<file path="src/rtl/vrs_pkg.sv">
`timescale 1ns/1ps
package vrs_pkg;
  // ticks per reference period in playback
  localparam int PB_DIV = 10;

  // signed count value at the opening of a gate window
  function automatic int win_start(input int gate_len);
    return -(gate_len / 2);
  endfunction

  // code reported when a window closes without a head pulse
  function automatic int miss_code(input int err_w);
    return (1 << (err_w - 1)) - 1;
  endfunction
endpackage

</file>
<file path="src/rtl/vrs_edge.sv">
`timescale 1ns/1ps
module vrs_edge #(
  parameter int N = 3
) (
  input  logic         clk,
  input  logic         rst_n,
  input  logic [N-1:0] lvl,
  output logic [N-1:0] rise
);
  logic [N-1:0] lvl_q;

  for (genvar i = 0; i < N; i++) begin : g_bit
    always_ff @(posedge clk) begin
      if (!rst_n) lvl_q[i] <= 1'b0;
      else        lvl_q[i] <= lvl[i];
    end
    assign rise[i] = lvl[i] & ~lvl_q[i];
  end
endmodule

</file>
<file path="src/rtl/vrs_oneshot.sv">
`timescale 1ns/1ps
module vrs_oneshot #(
  parameter int W = 16
) (
  input  logic         clk,
  input  logic         rst_n,
  input  logic         clr,
  input  logic         fire,
  input  logic [W-1:0] len,
  output logic [W-1:0] cnt
);
  // loads only from idle: a fire while counting is lost
  always_ff @(posedge clk) begin
    if (!rst_n)            cnt <= '0;
    else if (clr)          cnt <= '0;
    else if (cnt == '0) begin
      if (fire)            cnt <= len;
    end else               cnt <= cnt - 1'b1;
  end
endmodule

</file>
<file path="src/rtl/vrs_refdiv.sv">
`timescale 1ns/1ps
module vrs_refdiv #(
  parameter int DIV = vrs_pkg::PB_DIV
) (
  input  logic clk,
  input  logic rst_n,
  input  logic clr,
  input  logic play,
  input  logic vs_evt,
  input  logic tick_evt,
  output logic ref_q,
  output logic ref_fall
);
  localparam int HALF = DIV / 2;
  localparam int DW   = $clog2(HALF + 1);

  logic [DW-1:0] tick_cnt;
  logic          pb_wrap;
  logic          flip;

  assign pb_wrap  = tick_evt && (tick_cnt == DW'(HALF - 1));
  assign flip     = !clr && (play ? pb_wrap : vs_evt);
  assign ref_fall = flip & ref_q;

  always_ff @(posedge clk) begin
    if (!rst_n || clr) begin
      tick_cnt <= '0;
      ref_q    <= 1'b0;
    end else begin
      if (play && tick_evt) tick_cnt <= pb_wrap ? '0 : tick_cnt + 1'b1;
      if (flip)             ref_q    <= ~ref_q;
    end
  end
endmodule

</file>
<file path="src/rtl/vrs_phase.sv">
`timescale 1ns/1ps
module vrs_phase #(
  parameter int CW = 16,
  parameter int EW = 16
) (
  input  logic                 clk,
  input  logic                 rst_n,
  input  logic                 clr,
  input  logic                 start,
  input  logic [CW-1:0]        len,
  input  logic                 active,
  input  logic                 last,
  input  logic                 hit,
  output logic signed [EW-1:0] err,
  output logic                 err_vld
);
  localparam logic signed [EW-1:0] SAT = EW'(vrs_pkg::miss_code(EW));

  logic signed [EW-1:0] ph;
  logic                 got;
  logic                 cap;
  logic                 miss;

  assign cap  = active && hit && !got && !clr;
  assign miss = active && last && !got && !hit && !clr;

  always_ff @(posedge clk) begin
    if (!rst_n) begin
      ph      <= '0;
      got     <= 1'b0;
      err     <= '0;
      err_vld <= 1'b0;
    end else begin
      if (start) begin
        ph  <= EW'(vrs_pkg::win_start(int'(len)));
        got <= 1'b0;
      end else if (active && ph != SAT) begin
        ph  <= ph + 1'b1;
      end
      if (cap) got <= 1'b1;
      if (cap)       err <= ph;
      else if (miss) err <= SAT;
      err_vld <= cap | miss;
    end
  end
endmodule

</file>
<file path="src/rtl/vref_servo_gate.sv">
`timescale 1ns/1ps
module vref_servo_gate #(
  parameter int CNT_W  = 16,
  parameter int ERR_W  = 16,
  parameter int PB_DIV = vrs_pkg::PB_DIV
) (
  input  logic                    clk,
  input  logic                    rst_n,
  input  logic                    play_i,
  input  logic                    vsync_i,
  input  logic                    pg_i,
  input  logic                    tick_i,
  input  logic [CNT_W-1:0]        blank_len_i,
  input  logic [CNT_W-1:0]        delay_len_i,
  input  logic [CNT_W-1:0]        gate_len_i,
  output logic                    ctl_o,
  output logic                    gate_o,
  output logic signed [ERR_W-1:0] err_o,
  output logic                    err_vld_o
);
  localparam int NOS = 3;            // blank, delay, gate
  localparam int OS_BLANK = 0;
  localparam int OS_DELAY = 1;
  localparam int OS_GATE  = 2;

  logic             play_q;
  logic             mode_chg;
  logic [2:0]       rise;
  logic             vs_rise, pg_rise, tick_evt;
  logic             blank_busy, vs_take;
  logic             ref_q, ref_fall;
  logic             dly_busy, dly_last;
  logic             gate_busy, gate_last, gate_take;
  logic [NOS-1:0]   os_fire;
  logic [CNT_W-1:0] os_len [NOS];
  logic [CNT_W-1:0] os_cnt [NOS];

  always_ff @(posedge clk) begin
    if (!rst_n) play_q <= 1'b0;
    else        play_q <= play_i;
  end
  assign mode_chg = play_i ^ play_q;

  vrs_edge #(.N(3)) u_edge (
    .clk(clk), .rst_n(rst_n),
    .lvl({tick_i, pg_i, vsync_i}), .rise(rise)
  );
  assign vs_rise  = rise[0];
  assign pg_rise  = rise[1];
  assign tick_evt = rise[2];

  assign os_len[OS_BLANK] = blank_len_i;
  assign os_len[OS_DELAY] = delay_len_i;
  assign os_len[OS_GATE]  = gate_len_i;
  assign os_fire = {dly_last, ref_fall, vs_rise};

  for (genvar i = 0; i < NOS; i++) begin : g_os
    vrs_oneshot #(.W(CNT_W)) u_os (
      .clk(clk), .rst_n(rst_n), .clr(mode_chg),
      .fire(os_fire[i]), .len(os_len[i]), .cnt(os_cnt[i])
    );
  end

  assign blank_busy = (os_cnt[OS_BLANK] != '0);
  assign vs_take    = vs_rise && !blank_busy && !mode_chg;
  assign dly_busy   = (os_cnt[OS_DELAY] != '0);
  assign dly_last   = (os_cnt[OS_DELAY] == CNT_W'(1));
  assign gate_busy  = (os_cnt[OS_GATE] != '0);
  assign gate_last  = (os_cnt[OS_GATE] == CNT_W'(1));
  assign gate_take  = dly_last && !gate_busy && !mode_chg;

  vrs_refdiv #(.DIV(PB_DIV)) u_ref (
    .clk(clk), .rst_n(rst_n), .clr(mode_chg), .play(play_i),
    .vs_evt(vs_take), .tick_evt(tick_evt),
    .ref_q(ref_q), .ref_fall(ref_fall)
  );

  vrs_phase #(.CW(CNT_W), .EW(ERR_W)) u_phase (
    .clk(clk), .rst_n(rst_n), .clr(mode_chg),
    .start(gate_take), .len(gate_len_i),
    .active(gate_busy), .last(gate_last), .hit(pg_rise),
    .err(err_o), .err_vld(err_vld_o)
  );

  assign ctl_o  = ref_q & ~play_i;
  assign gate_o = gate_busy;
endmodule

</file>
<file path="config.mk">
export PLATFORM = sky130hd
export DESIGN_NAME = vref_servo_gate
export DESIGN_NICKNAME = d
export VERILOG_FILES = /design/src/rtl/vrs_pkg.sv /design/src/rtl/vrs_edge.sv /design/src/rtl/vrs_oneshot.sv /design/src/rtl/vrs_refdiv.sv /design/src/rtl/vrs_phase.sv /design/src/rtl/vref_servo_gate.sv
export SDC_FILE = /design/constraint.sdc
export NUM_CORES = 1
export LEC_CHECK = 0
export BUFFER_PORTS_ARGS = -buffer_cell sky130_fd_sc_hd__buf_2
export CORE_ASPECT_RATIO = 0.75
export CORE_MARGIN = 2
export CORE_UTILIZATION = 30
export CTS_CLUSTER_DIAMETER = 50
export DETAILED_ROUTE_END_ITERATION = 6
export GPL_TIMING_DRIVEN = 0
export HOLD_SLACK_MARGIN = 0.02
export MAX_ROUTING_LAYER = met4
export PLACE_DENSITY = 0.56
export SYNTH_ARGS = -nofsm -noshare
export SYNTH_HDL_FRONTEND = slang
export SYNTH_SLANG_ARGS = --single-unit
</file>
<file path="constraint.sdc">
create_clock -name clk -period 3 [get_ports clk]
set_input_delay 0.3 -clock clk [delete_from_list [all_inputs] [get_ports clk]]
set_output_delay 0.3 -clock clk [all_outputs]
set_load 0.01 [all_outputs]
</file>
After elaboration in Yosys (flattened, before gate mapping)
Index checks and enable logic that the tools add are counted.
- mux-type cells: 14
- reductions and logical operators: 31
- eq/ne operators: 7
- $add $sub $neg: 6
- bitwise gates (word level): 13
- operators with widths (cell ; number):
    16-bit two-way mux ; 10
    16-bit logical NOT ; 3
    16-bit by 1-bit subtractor with 16-bit output, second input constant ; 3
    16-bit by 1-bit == test with 1-bit output, second input constant ; 2
    16-bit nonzero test ; 2
    16-bit by 1-bit adder with 16-bit output, second input constant ; 1
    16-bit inequality test, second input constant ; 1
    15-bit negator with 16-bit output ; 1
    1-bit logical AND ; 15
    1-bit logical NOT ; 6
    1-bit inverter ; 6
    2-bit nonzero test ; 3
    1-bit AND ; 5
    2-bit inequality test, second input constant ; 2
    3-bit by 1-bit adder with 3-bit output, second input constant ; 1
    3-bit == test, second input constant ; 1
    1-bit two-way mux ; 3
    3-bit two-way mux ; 1
    2-bit by 1-bit inequality test with 1-bit output, second input constant ; 1
    2-bit OR reduction ; 1
    1-bit logical OR ; 1
    1-bit OR ; 1
    1-bit XOR ; 1
- register bits: 90
- bits of input ports: 54
- logic and storage cells: 84
- output and inout bits: 19

Longest topological paths before layout
Gate-level depths: netlist of run 1.
- depth in word-level cells: 9
- gate-level depth with buffers: 12
- gate-level depth less buffers: 8

Cells and area by module
A second synthesis of run 1 with hierarchy kept.
- cells, all modules: 630
- area, all modules: 5367.6 um^2
- modules (own cells, without submodules) (module ; sequential area each (um^2) ; times used ; area an instance (um^2) ; cells each):
    vrs_oneshot ; 320.3 ; 3 ; 975.9 ; 114
    vrs_phase ; 680.7 ; 1 ; 1885.6 ; 226
    vrs_refdiv ; 80.1 ; 1 ; 226.5 ; 27
    vref_servo_gate ; 20.0 ; 1 ; 207.7 ; 26
    vrs_edge ; 60.1 ; 1 ; 120.1 ; 9

Worst setup path after synthesis of run 1
OpenSTA, ideal clock, no wires.
- kind: register to register
- start point: register g_os[2].u_os.cnt[0]
- end point: register u_phase.err[0]
- setup slack: 0.758 ns
- cell stages (with the launch flop): 13
- library setup time: 0.128 ns
- clock period less this slack: 2.242 ns
- data required time: 2.872 ns
- buffers on the path: 5
- arrival: 2.114 ns
- cell sequence: dfxtp_1 -> inv_1 -> ha_1 -> clkbuf_1 -> and3_1 -> buf_2 -> and2_1 -> buf_4 -> or3_1 -> buf_4 -> buf_6 -> o22ai_1 -> nor2_1
- longest elaborated chain between the ends: 6
- elaborated cells on any way between the ends: 11
- classes of those cells: eq/ne: 1; mux: 1; reduce/logical: 9
- RTL lines (element ; RTL line ; RTL):
    start: declaration ; vrs_oneshot.sv:10 ; output logic [W-1:0] cnt
    start signal: assignment ; vrs_oneshot.sv:17 ; if (fire) cnt <= len;
    start signal: assignment ; vrs_oneshot.sv:18 ; end else cnt <= cnt - 1'b1;
    16-bit by 1-bit == test with 1-bit output / 16-bit nonzero test (equally long branches) ; vref_servo_gate.sv:69, vref_servo_gate.sv:68 ;
    1-bit logical AND (4 in a row) ; vrs_phase.sv:25 ; assign miss = active && last && !got && !hit && !clr;
    2-bit nonzero test (no source line) ; n/a ;
    end signal: assignment ; vrs_phase.sv:41 ; if (cap) err <= ph;
    end: declaration ; vrs_phase.sv:14 ; output logic signed [EW-1:0] err,
Parallel ways exist; a longest one is shown, timed or not.
A chain may end at the register's enable or synchronous reset.

Final worst setup path of run 1
- start point: register g_os[2].u_os.cnt[0]
- end point: register u_phase.err[6]
The elaborated chain is that of the path after synthesis.

==> impl_metrics.env, run 1 <==
export IMPL_grt_setup_unrepaired="no"
export IMPL_synth_warnings=0
export IMPL_antenna_found_initial=1
export IMPL_worst_pin_slew_ns=0.669
export IMPL_drive_above_1_share=0.181
export IMPL_start_kind="flop"
export IMPL_syn_nets=632
export IMPL_fmaxAchievable_mhz=397
export IMPL_worstPathCellList="inv_1 -> ha_1 -> clkbuf_1 -> and3_1 -> buf_2 -> and2_1 -> buf_4 -> or3_1 -> buf_4 -> buf_6 -> o22ai_1 -> nor2_1"
export IMPL_grt_max_degree=14
export IMPL_clockRootBuffer="clkbuf_16"
export IMPL_min_period_over_period=0.839
export IMPL_drv_cap=0
export IMPL_final_hold_violation_count=0
export IMPL_die_area_mm2=0.0171
export IMPL_crit_arrival_ns=2.74
export IMPL_overflow=0
export IMPL_slew_headroom=0.554
export IMPL_power_internal_w=0.00407
export IMPL_ys_seq_area_frac=0.373
export IMPL_dr_pass1_iters=4
export IMPL_synth_top_cell_by_area="dfxtp_1"
export IMPL_finalSetupViolations=0
export IMPL_ios=73
export IMPL_post_cts_setup_buffer_count=0
export IMPL_crit_top_cell="buf_4"
export IMPL_seq_area_mm2=0.00180
export IMPL_final_max_slew_violation_count=0
export IMPL_finalNonFillerCells=864
export IMPL_synth_area_mm2=0.00483
export IMPL_synth_main_ff_cell="dfxtp_1"
export IMPL_synth_top_area_share=0.373
export IMPL_hold_buffers=0
export IMPL_async_flop_share=0
export IMPL_grt_pass1_vias=4284
export IMPL_power_switching_w=0.00341
export IMPL_cts_tree="yes"
export IMPL_detail_route_antenna_nets=0
export IMPL_cts_resized=0
export IMPL_drt_iter0_markers=460
export IMPL_cts_sinks=90
export IMPL_fin_hold_ws_ns=0.171
export IMPL_start_util=0.304
export IMPL_dp_cells=848
export IMPL_p_per_area_mw_per_mm2=1300
export IMPL_critPathCaptureType="flop"
export IMPL_port_buffers=71
export IMPL_p_clk_frac=0.157
export IMPL_track_usage=0.168
export IMPL_clock_skew_final_ns=0.00872
export IMPL_fp_dieW_um=150
export IMPL_cp_slowest_cell="dfxtp_1"
export IMPL_ctsLongestPathBuffers=2
export IMPL_dp_final_hpwl_um=10300
export IMPL_critPathKind="reg -> reg"
export IMPL_cts_htree_levels=3
export IMPL_syn_area_per_cell_um2=8.51
export IMPL_synth_edff_count=0
export IMPL_rrSetupSlack_ns=0.48
export IMPL_ys_seq_elements=90
export IMPL_gp_congestion=0.897
export IMPL_drc=0
export IMPL_clk_pin_slew_ns=0.06
export IMPL_syn_inst=567
export IMPL_sw_frac_of_total=0.456
export IMPL_synthTopCellsByArea="dfxtp_1, a211oi_1, nor2_1"
export IMPL_critPathMaxStageDelay_ns=0.42
export IMPL_period_needed_ns=2.52
export IMPL_worstHoldPathType="in -> reg"
export IMPL_num_vias=4536
export IMPL_irDropWorstVdd_v=0.000374
export IMPL_nets=714
export IMPL_grt_pass1_wl_um=21800
export IMPL_multi_input_area_mm2=0.00281
export IMPL_leakage_nw=2.23
export IMPL_rows=40
export IMPL_cp_max_fo=10
export IMPL_p_comb_frac=0.585
export IMPL_setup_tns_ns=0
export IMPL_cts_made_buffers=9
export IMPL_fillers=1627
export IMPL_outcome="finished clean"
export IMPL_synthDistinctLibCells=61
export IMPL_cp_required_ns=3.22
export IMPL_die_h_um=114
export IMPL_vias_per_cell=5.25
export IMPL_clock_latency_ns=0.35
export IMPL_area_growth_pct=19.2
export IMPL_pwr_share_seq=0.257
export IMPL_wl_um=13800
export IMPL_routedWlPerCell_um=16.0
export IMPL_coreArea_mm2=0.0159
==> flip-flops by register name, indices dropped and copies added, names as in the netlist <==
name and flops:
u_phase.ph 16, u_phase.err_vld 1, u_phase.err 16, u_edge.lvl_q 3
u_phase.got 1, play_q 1, u_ref.tick_cnt 3, g_os.u_os.cnt 48
u_ref.ref_q 1
==> cell type report <==
cell class	instances	area share
antenna	1	0.000435
inverter	16	0.0104
clock inverter	2	0.00609
buffer	27	0.0263
clock buffer	13	0.0470
sequential	90	0.313
multi-input combinational	434	0.489
tap	210	0.0457
timing repair buffer	71	0.0618
==> stage by stage <==
stage	utilization	setup WS, ns	cell area [um^2]	total power [W]
floorplan	-	0.758	4830	0.00528
global placement	0.343	0.536	5450	0.00617
detailed placement	0.343	0.525	5450	0.00628
CTS	0.362	0.506	5750	0.00750
global route	0.363	0.336	5750	0.00810
finish	0.363	0.482	5750	0.00748
==> kinds of logic (layout without fill, tap and decap cells) <==
| kind of cell | after synthesis | after routing | synth area share |
|---|---|---|---|
| AO/OA/AOI/OAI | 139 | 139 | 0.196 |
| XOR/XNOR | 42 | 42 | 0.0778 |
| adder cells (fa/ha/maj) | 11 | 11 | 0.0285 |
| buffers and inverters | 43 | 129 | 0.0438 |
| flip-flops | 90 | 90 | 0.373 |
| multiplexers | 9 | 9 | 0.0197 |
| other | 0 | 1 | 0 |
| AND/OR/NAND/NOR | 233 | 233 | 0.261 |
==> worst paths after layout <==
| check | startpoint | endpoint | cells past startpoint |
|---|---|---|---|
| worst max-delay path | g_os[2].u_os.cnt[0]$_SDFFE_PP0P_ | u_phase.err[6]$_SDFFE_PN0P_ | 12 |
| worst min-delay path | pg_i | u_edge.lvl_q[1]$_SDFF_PN0_ | 2 |
| worst max register to register | g_os[2].u_os.cnt[0]$_SDFFE_PP0P_ | u_phase.err[6]$_SDFFE_PN0P_ | 12 |
| worst min register to register | u_phase.got$_SDFFE_PN0P_ | u_phase.got$_SDFFE_PN0P_ | 2 |
==> critical path: cells and delay by family, from the launching register on <==
kind / cells / cell delay, ns
AO/OA/AOI/OAI: 1 / 0.13
buffers and inverters: 6 / 0.92
adder cells (fa/ha/maj): 1 / 0.19
flip-flops: 1 / 0.42
AND/OR/NAND/NOR: 4 / 0.72
==> routing by layer <==
| metal | global-route usage | share of wire | vias up |
|---|---|---|---|
| met5 | - | 0 | - |
| met4 | 0.0541 | 0.015 | 0 |
| met1 | 0.227 | 0.49 | 2161 |
| met3 | 0.0464 | 0.053 | 16 |
| li1 | - | - | 2241 |
| met2 | 0.242 | 0.44 | 118 |
==> synth_stat cells (2+ instances only) <==
library cell,instances
nor3b_1,3
a31oi_1,6
clkbuf_1,17
nand2b_1,5
o211a_1,2
buf_4,5
a311oi_1,6
a211oi_1,39
a22oi_1,7
nand2_1,39
o41ai_1,2
mux2i_1,8
xnor2_1,19
nor2_2,3
nor4b_1,2
nor3_1,31
o22ai_1,17
nor4_1,7
xor2_1,22
ha_1,11
or4_4,2
buf_6,4
inv_1,16
or3_1,11
dfxtp_1,90
or4_1,6
o31ai_1,2
nand4_1,7
nand3_2,2
a21oi_1,31
o21ai_0,14
nor3_2,2
nand3b_1,2
nor2_1,58
nor3_4,2
nand3_1,19
and3_1,11
o21ai_1,3
and2_1,9
a221oi_1,2
nor2b_1,3
==> power by group through the flow <==
stage / Combinational [W] / Sequential, W / Clock, W
5_1_grt: 0.00487 / 0.00198 / 0.00125
3_3_place_gp: 0.00425 / 0.00192 / 0
6_report: 0.00438 / 0.00192 / 0.00118
3_5_place_dp: 0.00434 / 0.00194 / 0
2_1_floorplan: 0.00338 / 0.00190 / 0
4_1_cts: 0.00438 / 0.00192 / 0.00121
==> placed cells by master, fill, tap and decap left out, types with 8 or more instances in the layout <==
master      n
nor3_1     31
nor2_1     58
nand3_1    19
nand2_1    39
o21ai_0    14
xor2_1     22
o22ai_1    17
dfxtp_1    90
mux2i_1     8
buf_2      72
clkbuf_16   9
clkbuf_1   18
and2_1      9
xnor2_1    19
inv_1      16
and3_1     11
or3_1      11
a211oi_1   39
ha_1       11
a21oi_1    31
Power figures use the tool's default switching activity.
==> inputs of run 2 (changes only) <==
- clock period: 3 -> 2.55 ns (I/O delays scaled with it)
==> run 2 against run 1 <==
Register-to-register slack got worse by 0.29 ns. Non-clock buffer count fell by 1. Power rose by 18%. Setup slack got worse by 0.29 ns. Count of clock-buffer cells in the layout did not move. Sequential power rose by 18%. Final cell count fell by 0.12%. Design area barely moved. Critical path type unchanged.
==> impl_metrics.env, run 2 (synthesis results as in run 1) <==
export IMPL_start_util=0.304
export IMPL_critPathKind="reg -> reg"
export IMPL_top_regs="g_os.u_os.cnt: 48 flops, u_phase.err: 16 flops, u_phase.ph: 16 flops"
export IMPL_area_growth_pct=19.1
export IMPL_port_buffers=71
export IMPL_hold_buffers=0
export IMPL_clock_latency_ns=0.35
export IMPL_seq_area_mm2=0.00180
export IMPL_die_h_um=114
export IMPL_final_common_cell="dfxtp_1"
export IMPL_drc=0
export IMPL_post_cts_setup_buffer_count=0
export IMPL_regMostFlops="g_os.u_os.cnt"
export IMPL_rows=40
export IMPL_min_path_cells=2
export IMPL_antenna_found_initial=1
export IMPL_grt_max_degree=14
export IMPL_final_max_slew_violation_count=0
export IMPL_cts_made_buffers=9
export IMPL_drive_above_1_share=0.183
export IMPL_overflow=0
export IMPL_drt_iter0_markers=452
export IMPL_wl_met1_um=6740
export IMPL_num_vias=4521
export IMPL_setup_tns_ns=0
export IMPL_grt_pass1_vias=4284
export IMPL_clk_pin_slew_ns=0.06
export IMPL_critPathMaxStageDelay_ns=0.54
export IMPL_layout_common_cells="dfxtp_1, buf_2, nor2_1, nand2_1, a211oi_1"
export IMPL_largest_reg_flops=48
export IMPL_die_area_mm2=0.0171
export IMPL_worst_pin_slew_ns=0.679
export IMPL_detail_route_antenna_nets=0
export IMPL_p_per_area_mw_per_mm2=1530
export IMPL_cp_required_ns=2.78
export IMPL_cts_sinks=90
export IMPL_fin_ws_ns=0.194
export IMPL_dp_final_hpwl_um=10300
export IMPL_worstHoldPathType="in -> reg"
export IMPL_min_to="u_edge.lvl_q[1]$_SDFF_PN0_"
export IMPL_worstPathCellList="nor4_2 -> and3_1 -> buf_2 -> and2_1 -> buf_4 -> nand3_2 -> o41ai_1 -> a21oi_1"
export IMPL_track_usage=0.168
export IMPL_p_comb_frac=0.585
export IMPL_period_needed_ns=2.36
export IMPL_power_switching_w=0.00402
export IMPL_ctsLongestPathBuffers=2
export IMPL_start_kind="flop"
export IMPL_critPathCaptureType="flop"
export IMPL_irDropWorstVdd_v=0.000439
export IMPL_dr_pass1_iters=4
export IMPL_finalSetupViolations=0
export IMPL_pwr_share_seq=0.257
export IMPL_nets=713
export IMPL_coreArea_mm2=0.0159
export IMPL_cp_max_fo=9
export IMPL_drv_cap=0
export IMPL_dp_cells=848
export IMPL_min_period_over_period=0.924
export IMPL_p_clk_frac=0.157
export IMPL_sw_frac_of_total=0.456
export IMPL_multi_input_area_mm2=0.00281
export IMPL_ios=73
export IMPL_finalNonFillerCells=863
export IMPL_reg2reg_depth=8
export IMPL_rrSetupSlack_ns=0.19
export IMPL_cts_htree_levels=3
export IMPL_fp_dieW_um=150
export IMPL_crit_arrival_ns=2.58
export IMPL_holdCritStartpoint="pg_i"
export IMPL_outcome="finished clean"
export IMPL_cts_resized=0
export IMPL_cp_slowest_cell="nor4_2"
export IMPL_grt_pass1_wl_um=21800
export IMPL_slew_headroom=0.547
export IMPL_fmaxAchievable_mhz=424
export IMPL_clockRootBuffer="clkbuf_16"
export IMPL_place_ws_ns=0.0748
export IMPL_met2_length_um=6040
export IMPL_grt_setup_unrepaired="no"
export IMPL_vias_per_cell=5.24
export IMPL_gp_congestion=0.897
export IMPL_final_hold_violation_count=0
export IMPL_routedWlPerCell_um=15.9
export IMPL_leakage_nw=2.23
export IMPL_p_total_w=0.00880
export IMPL_power_internal_w=0.00479
export IMPL_met3_wirelength_um=723
export IMPL_clock_skew_final_ns=0.00749
export IMPL_wl_um=13700
export IMPL_fillers=1628
export IMPL_highest_layer="met4"
export IMPL_crit_start="g_os[2].u_os.cnt[2]$_SDFFE_PP0P_"
export IMPL_cts_tree="yes"
export IMPL_reg2reg_to="u_phase.ph[15]$_SDFFE_PN0P_"
export IMPL_reg2reg_from="g_os[2].u_os.cnt[2]$_SDFFE_PP0P_"
==> run 2: changes by cell type in the layout (fill, tap and decap cells not counted), sizes merged <==
cell / before / now
clkbuf: 30 / 29
==> run 2: per-stage QoR <==
| step | hold slack (ns) | instance area (um^2) | utilization |
|---|---|---|---|
| 6_report | 0.124 | 5750 | 0.362 |
| 5_1_grt | 0.133 | 5750 | 0.362 |
| 4_1_cts | 0.116 | 5750 | 0.362 |
| 3_5_place_dp | 0.451 | 5450 | 0.343 |
| 3_3_place_gp | 0.447 | 5450 | 0.343 |
| 2_1_floorplan | 0.377 | 4830 | - |
==> run 2: cell type report <==
type                    count  share of cell area
multi-input cells         434               0.489
clock buffers              13              0.0470
flip-flops and latches     90               0.314
diodes                      1            0.000435
clock inverters             2             0.00609
repair buffers             71              0.0618
well taps                 210              0.0457
plain buffers              26              0.0257
inverters                  16              0.0104
==> run 2: metal layers <==
metal	global-route usage	vias up
li1	-	2242
met1	0.227	2151
met2	0.242	109
met3	0.0464	19
met4	0.0541	0
met5	-	-
==> run 2: worst max-delay path by stage <==
stage / to / slack (ns)
global route: u_phase.err[2]$_SDFFE_PN0P_ / 0.04
global placement: u_phase.err[2]$_SDFFE_PN0P_ / 0.09
finish: u_phase.ph[15]$_SDFFE_PN0P_ / 0.19
CTS: u_phase.err[3]$_SDFFE_PN0P_ / 0.06
detailed placement: u_phase.err[3]$_SDFFE_PN0P_ / 0.07
floorplan: u_phase.err[0]$_SDFFE_PN0P_ / 0.31
==> run 2: critical path, delay by kind of cell (launching register included) <==
| family | cells | cell delay, ns |
|---|---|---|
| buffers and inverters | 2 | 0.31 |
| AOI/OAI and AO/OA | 2 | 0.46 |
| and+or+nand+nor | 4 | 1.12 |
| DFF | 1 | 0.36 |
==> run 2: power groups by stage <==
stage / logic, W / clock network [W] / registers, W
6_report: 0.00515 / 0.00139 / 0.00226
5_1_grt: 0.00572 / 0.00148 / 0.00233
4_1_cts: 0.00515 / 0.00142 / 0.00225
3_5_place_dp: 0.00511 / 0 / 0.00228
3_3_place_gp: 0.00500 / 0 / 0.00226
2_1_floorplan: 0.00398 / 0 / 0.00223
==> inputs of run 3 (changes only) <==
- ABC_AREA: unset -> 1
==> run 3 against run 2 <==
Power increased by 4.9%. Routed wire length up 18%. Sequential power is 4% lower. Largest power group unchanged.
==> impl_metrics.env, run 3 <==
export IMPL_start_util=0.306
export IMPL_rows=43
export IMPL_vias_per_cell=4.66
export IMPL_synthDistinctLibCells=35
export IMPL_yosysMostFrequentCell="nand2_1"
export IMPL_cts_made_buffers=9
export IMPL_n_antenna_cell=0
export IMPL_outcome="finished clean"
export IMPL_drive_above_1_share=0.132
export IMPL_cp_max_fo=10
export IMPL_cts_sinks=90
export IMPL_reg2reg_depth=10
export IMPL_grt_pass1_vias=5162
export IMPL_crit_arrival_ns=2.14
export IMPL_die_h_um=123
export IMPL_coreArea_mm2=0.0185
export IMPL_die_area_mm2=0.0199
export IMPL_grt_setup_unrepaired="no"
export IMPL_final_max_slew_violation_count=0
export IMPL_ys_seq_elements=90
export IMPL_synth_main_ff_cell="dfxtp_1"
export IMPL_period_needed_ns=2.40
export IMPL_ys_top_cells_by_count="nand2_1, nor2_1, inv_1"
export IMPL_clock_latency_ns=0.35
export IMPL_antenna_found_initial=0
export IMPL_clk_pin_slew_ns=0.07
export IMPL_layout_common_cells="nand2_1, nor2_1, inv_1, nand3_1, dfxtp_1"
export IMPL_placed_area_mm2=0.00631
export IMPL_syn_nets=961
export IMPL_sw_frac_of_total=0.492
export IMPL_grt_pass1_wl_um=26000
export IMPL_p_per_area_mw_per_mm2=1390
export IMPL_p_clk_frac=0.154
export IMPL_synth_edff_count=0
export IMPL_drt_iter0_markers=431
export IMPL_cts_htree_levels=3
export IMPL_nets=1044
export IMPL_async_flop_share=0
export IMPL_detail_route_antenna_nets=0
export IMPL_fillers=2012
export IMPL_ctsLongestPathBuffers=2
export IMPL_track_usage=0.173
export IMPL_final_common_cell="nand2_1"
export IMPL_num_vias=5732
export IMPL_area_growth_pct=17.4
export IMPL_synthTopCellsByArea="dfxtp_1, nand2_1, nor2_1"
export IMPL_top_regs="g_os.u_os.cnt: 48 flops, u_phase.err: 16 flops, u_phase.ph: 16 flops"
export IMPL_p_total_w=0.00924
export IMPL_power_switching_w=0.00455
export IMPL_irDropWorstVdd_v=0.000514
export IMPL_cts_tree="yes"
export IMPL_synth_top_cell_by_area="dfxtp_1"
export IMPL_worstHoldPathType="in -> reg"
export IMPL_routedWlPerCell_um=13.2
export IMPL_min_path_cells=3
export IMPL_synth_area_mm2=0.00564
export IMPL_synth_warnings=0
export IMPL_final_hold_violation_count=0
export IMPL_start_kind="flop"
export IMPL_synth_top_area_share=0.319
export IMPL_cp_required_ns=2.30
export IMPL_regMostFlops="g_os.u_os.cnt"
export IMPL_wl_um=16200
export IMPL_worst_pin_slew_ns=0.661
export IMPL_overflow=0
export IMPL_grt_max_degree=15
export IMPL_leakage_nw=3.03
export IMPL_setup_tns_ns=0
export IMPL_syn_inst=896
export IMPL_ios=73
export IMPL_clock_skew_final_ns=0.00753
export IMPL_ys_seq_area_frac=0.319
export IMPL_finalSetupViolations=0
export IMPL_p_comb_frac=0.610
export IMPL_syn_area_per_cell_um2=6.30
export IMPL_critPathCaptureType="output pin"
export IMPL_pwr_share_seq=0.236
export IMPL_post_cts_setup_buffer_count=0
export IMPL_multi_input_area_mm2=0.00326
export IMPL_gp_congestion=0.909
export IMPL_critPathKind="reg -> out"
export IMPL_drc=0
export IMPL_seq_area_mm2=0.00180
export IMPL_fmaxAchievable_mhz=417
export IMPL_clockRootBuffer="clkbuf_16"
export IMPL_port_buffers=72
export IMPL_dr_pass1_iters=4
export IMPL_min_period_over_period=0.940
export IMPL_dp_final_hpwl_um=12600
export IMPL_power_internal_w=0.00469
export IMPL_drv_cap=0
export IMPL_slew_headroom=0.559
export IMPL_fp_dieW_um=162
export IMPL_largest_reg_flops=48
export IMPL_design_area_mm2=0.00662
run 3: power by group through the flow:
| stage | Clock (W) | Combinational, W | Sequential [W] |
|---|---|---|---|
| after floorplan | 0 | 0.00433 | 0.00216 |
| after global placement | 0 | 0.00557 | 0.00221 |
| after detailed placement | 0 | 0.00559 | 0.00220 |
| after CTS | 0.00148 | 0.00562 | 0.00217 |
| after global routing | 0.00152 | 0.00643 | 0.00224 |
| final | 0.00143 | 0.00563 | 0.00218 |
run 3: path summary, 6_finish.rpt:
check                                                 startpoint                      endpoint  slack (ns)
worst max-delay path            g_os[2].u_os.cnt[0]$_SDFFE_PP0P_                        gate_o        0.15
worst min-delay path                                        pg_i    u_edge.lvl_q[1]$_SDFF_PN0_        0.09
worst max register to register  g_os[2].u_os.cnt[0]$_SDFFE_PP0P_   u_phase.ph[10]$_SDFFE_PN0P_        0.41
worst min register to register      u_phase.err[11]$_SDFFE_PN0P_  u_phase.err[11]$_SDFFE_PN0P_        0.45
run 3: cells by family after synthesis:
kind of cell	Yosys count	share of synthesized area
xor gates and xnor gates	33	0.0545
and+or+nand+nor	499	0.376
DFF	90	0.319
AOI/OAI and AO/OA	124	0.123
buffers and inverters	139	0.103
adders and majority gates	11	0.0244
run 3: area by class of cell:
cell class | count | share of cell area
multi-input cells | 667 | 0.492
repair buffers | 72 | 0.0544
flip-flops and latches | 90 | 0.272
clock inverters | 5 | 0.0121
plain buffers | 25 | 0.0232
clock buffers | 10 | 0.0346
inverters | 114 | 0.0646
well taps | 247 | 0.0467
run 3: worst max-delay path, cell delays in order, from the launching register on:
cell     delay (ns)
dfxtp_1        0.33
inv_1          0.15
ha_1           0.23
nand2_1        0.15
nor2_2         0.22
nand2_2        0.16
buf_6          0.19
buf_2          0.20
buf_2          0.16
run 3: what timing repair did:
item	in CTS	in global routing
hold endpoints to repair	0	0
hold buffers	0	0
resized for setup	0	1
endpoints found under the setup margin	0	1
run 3: routing by layer:
metal  global-route usage  up-vias  share of wire
met5                    -        -              0
met4               0.0437        0          0.010
met3               0.0331       13          0.057
met2                0.245      152           0.40
met1                0.250     2545           0.53
li1                     -     3022              -
run 3: per-stage QoR:
stage | cells | hold slack [ns] | utilization | worst slack (ns)
2_1_floorplan | 896 | 0.348 | - | 0.862
3_3_place_gp | 1215 | 0.441 | 0.342 | 0.373
3_5_place_dp | 1215 | 0.443 | 0.342 | 0.394
4_1_cts | 1230 | 0.0796 | 0.359 | 0.103
5_1_grt | 1230 | 0.0895 | 0.359 | 0.0382
6_report | 1230 | 0.0924 | 0.359 | 0.154
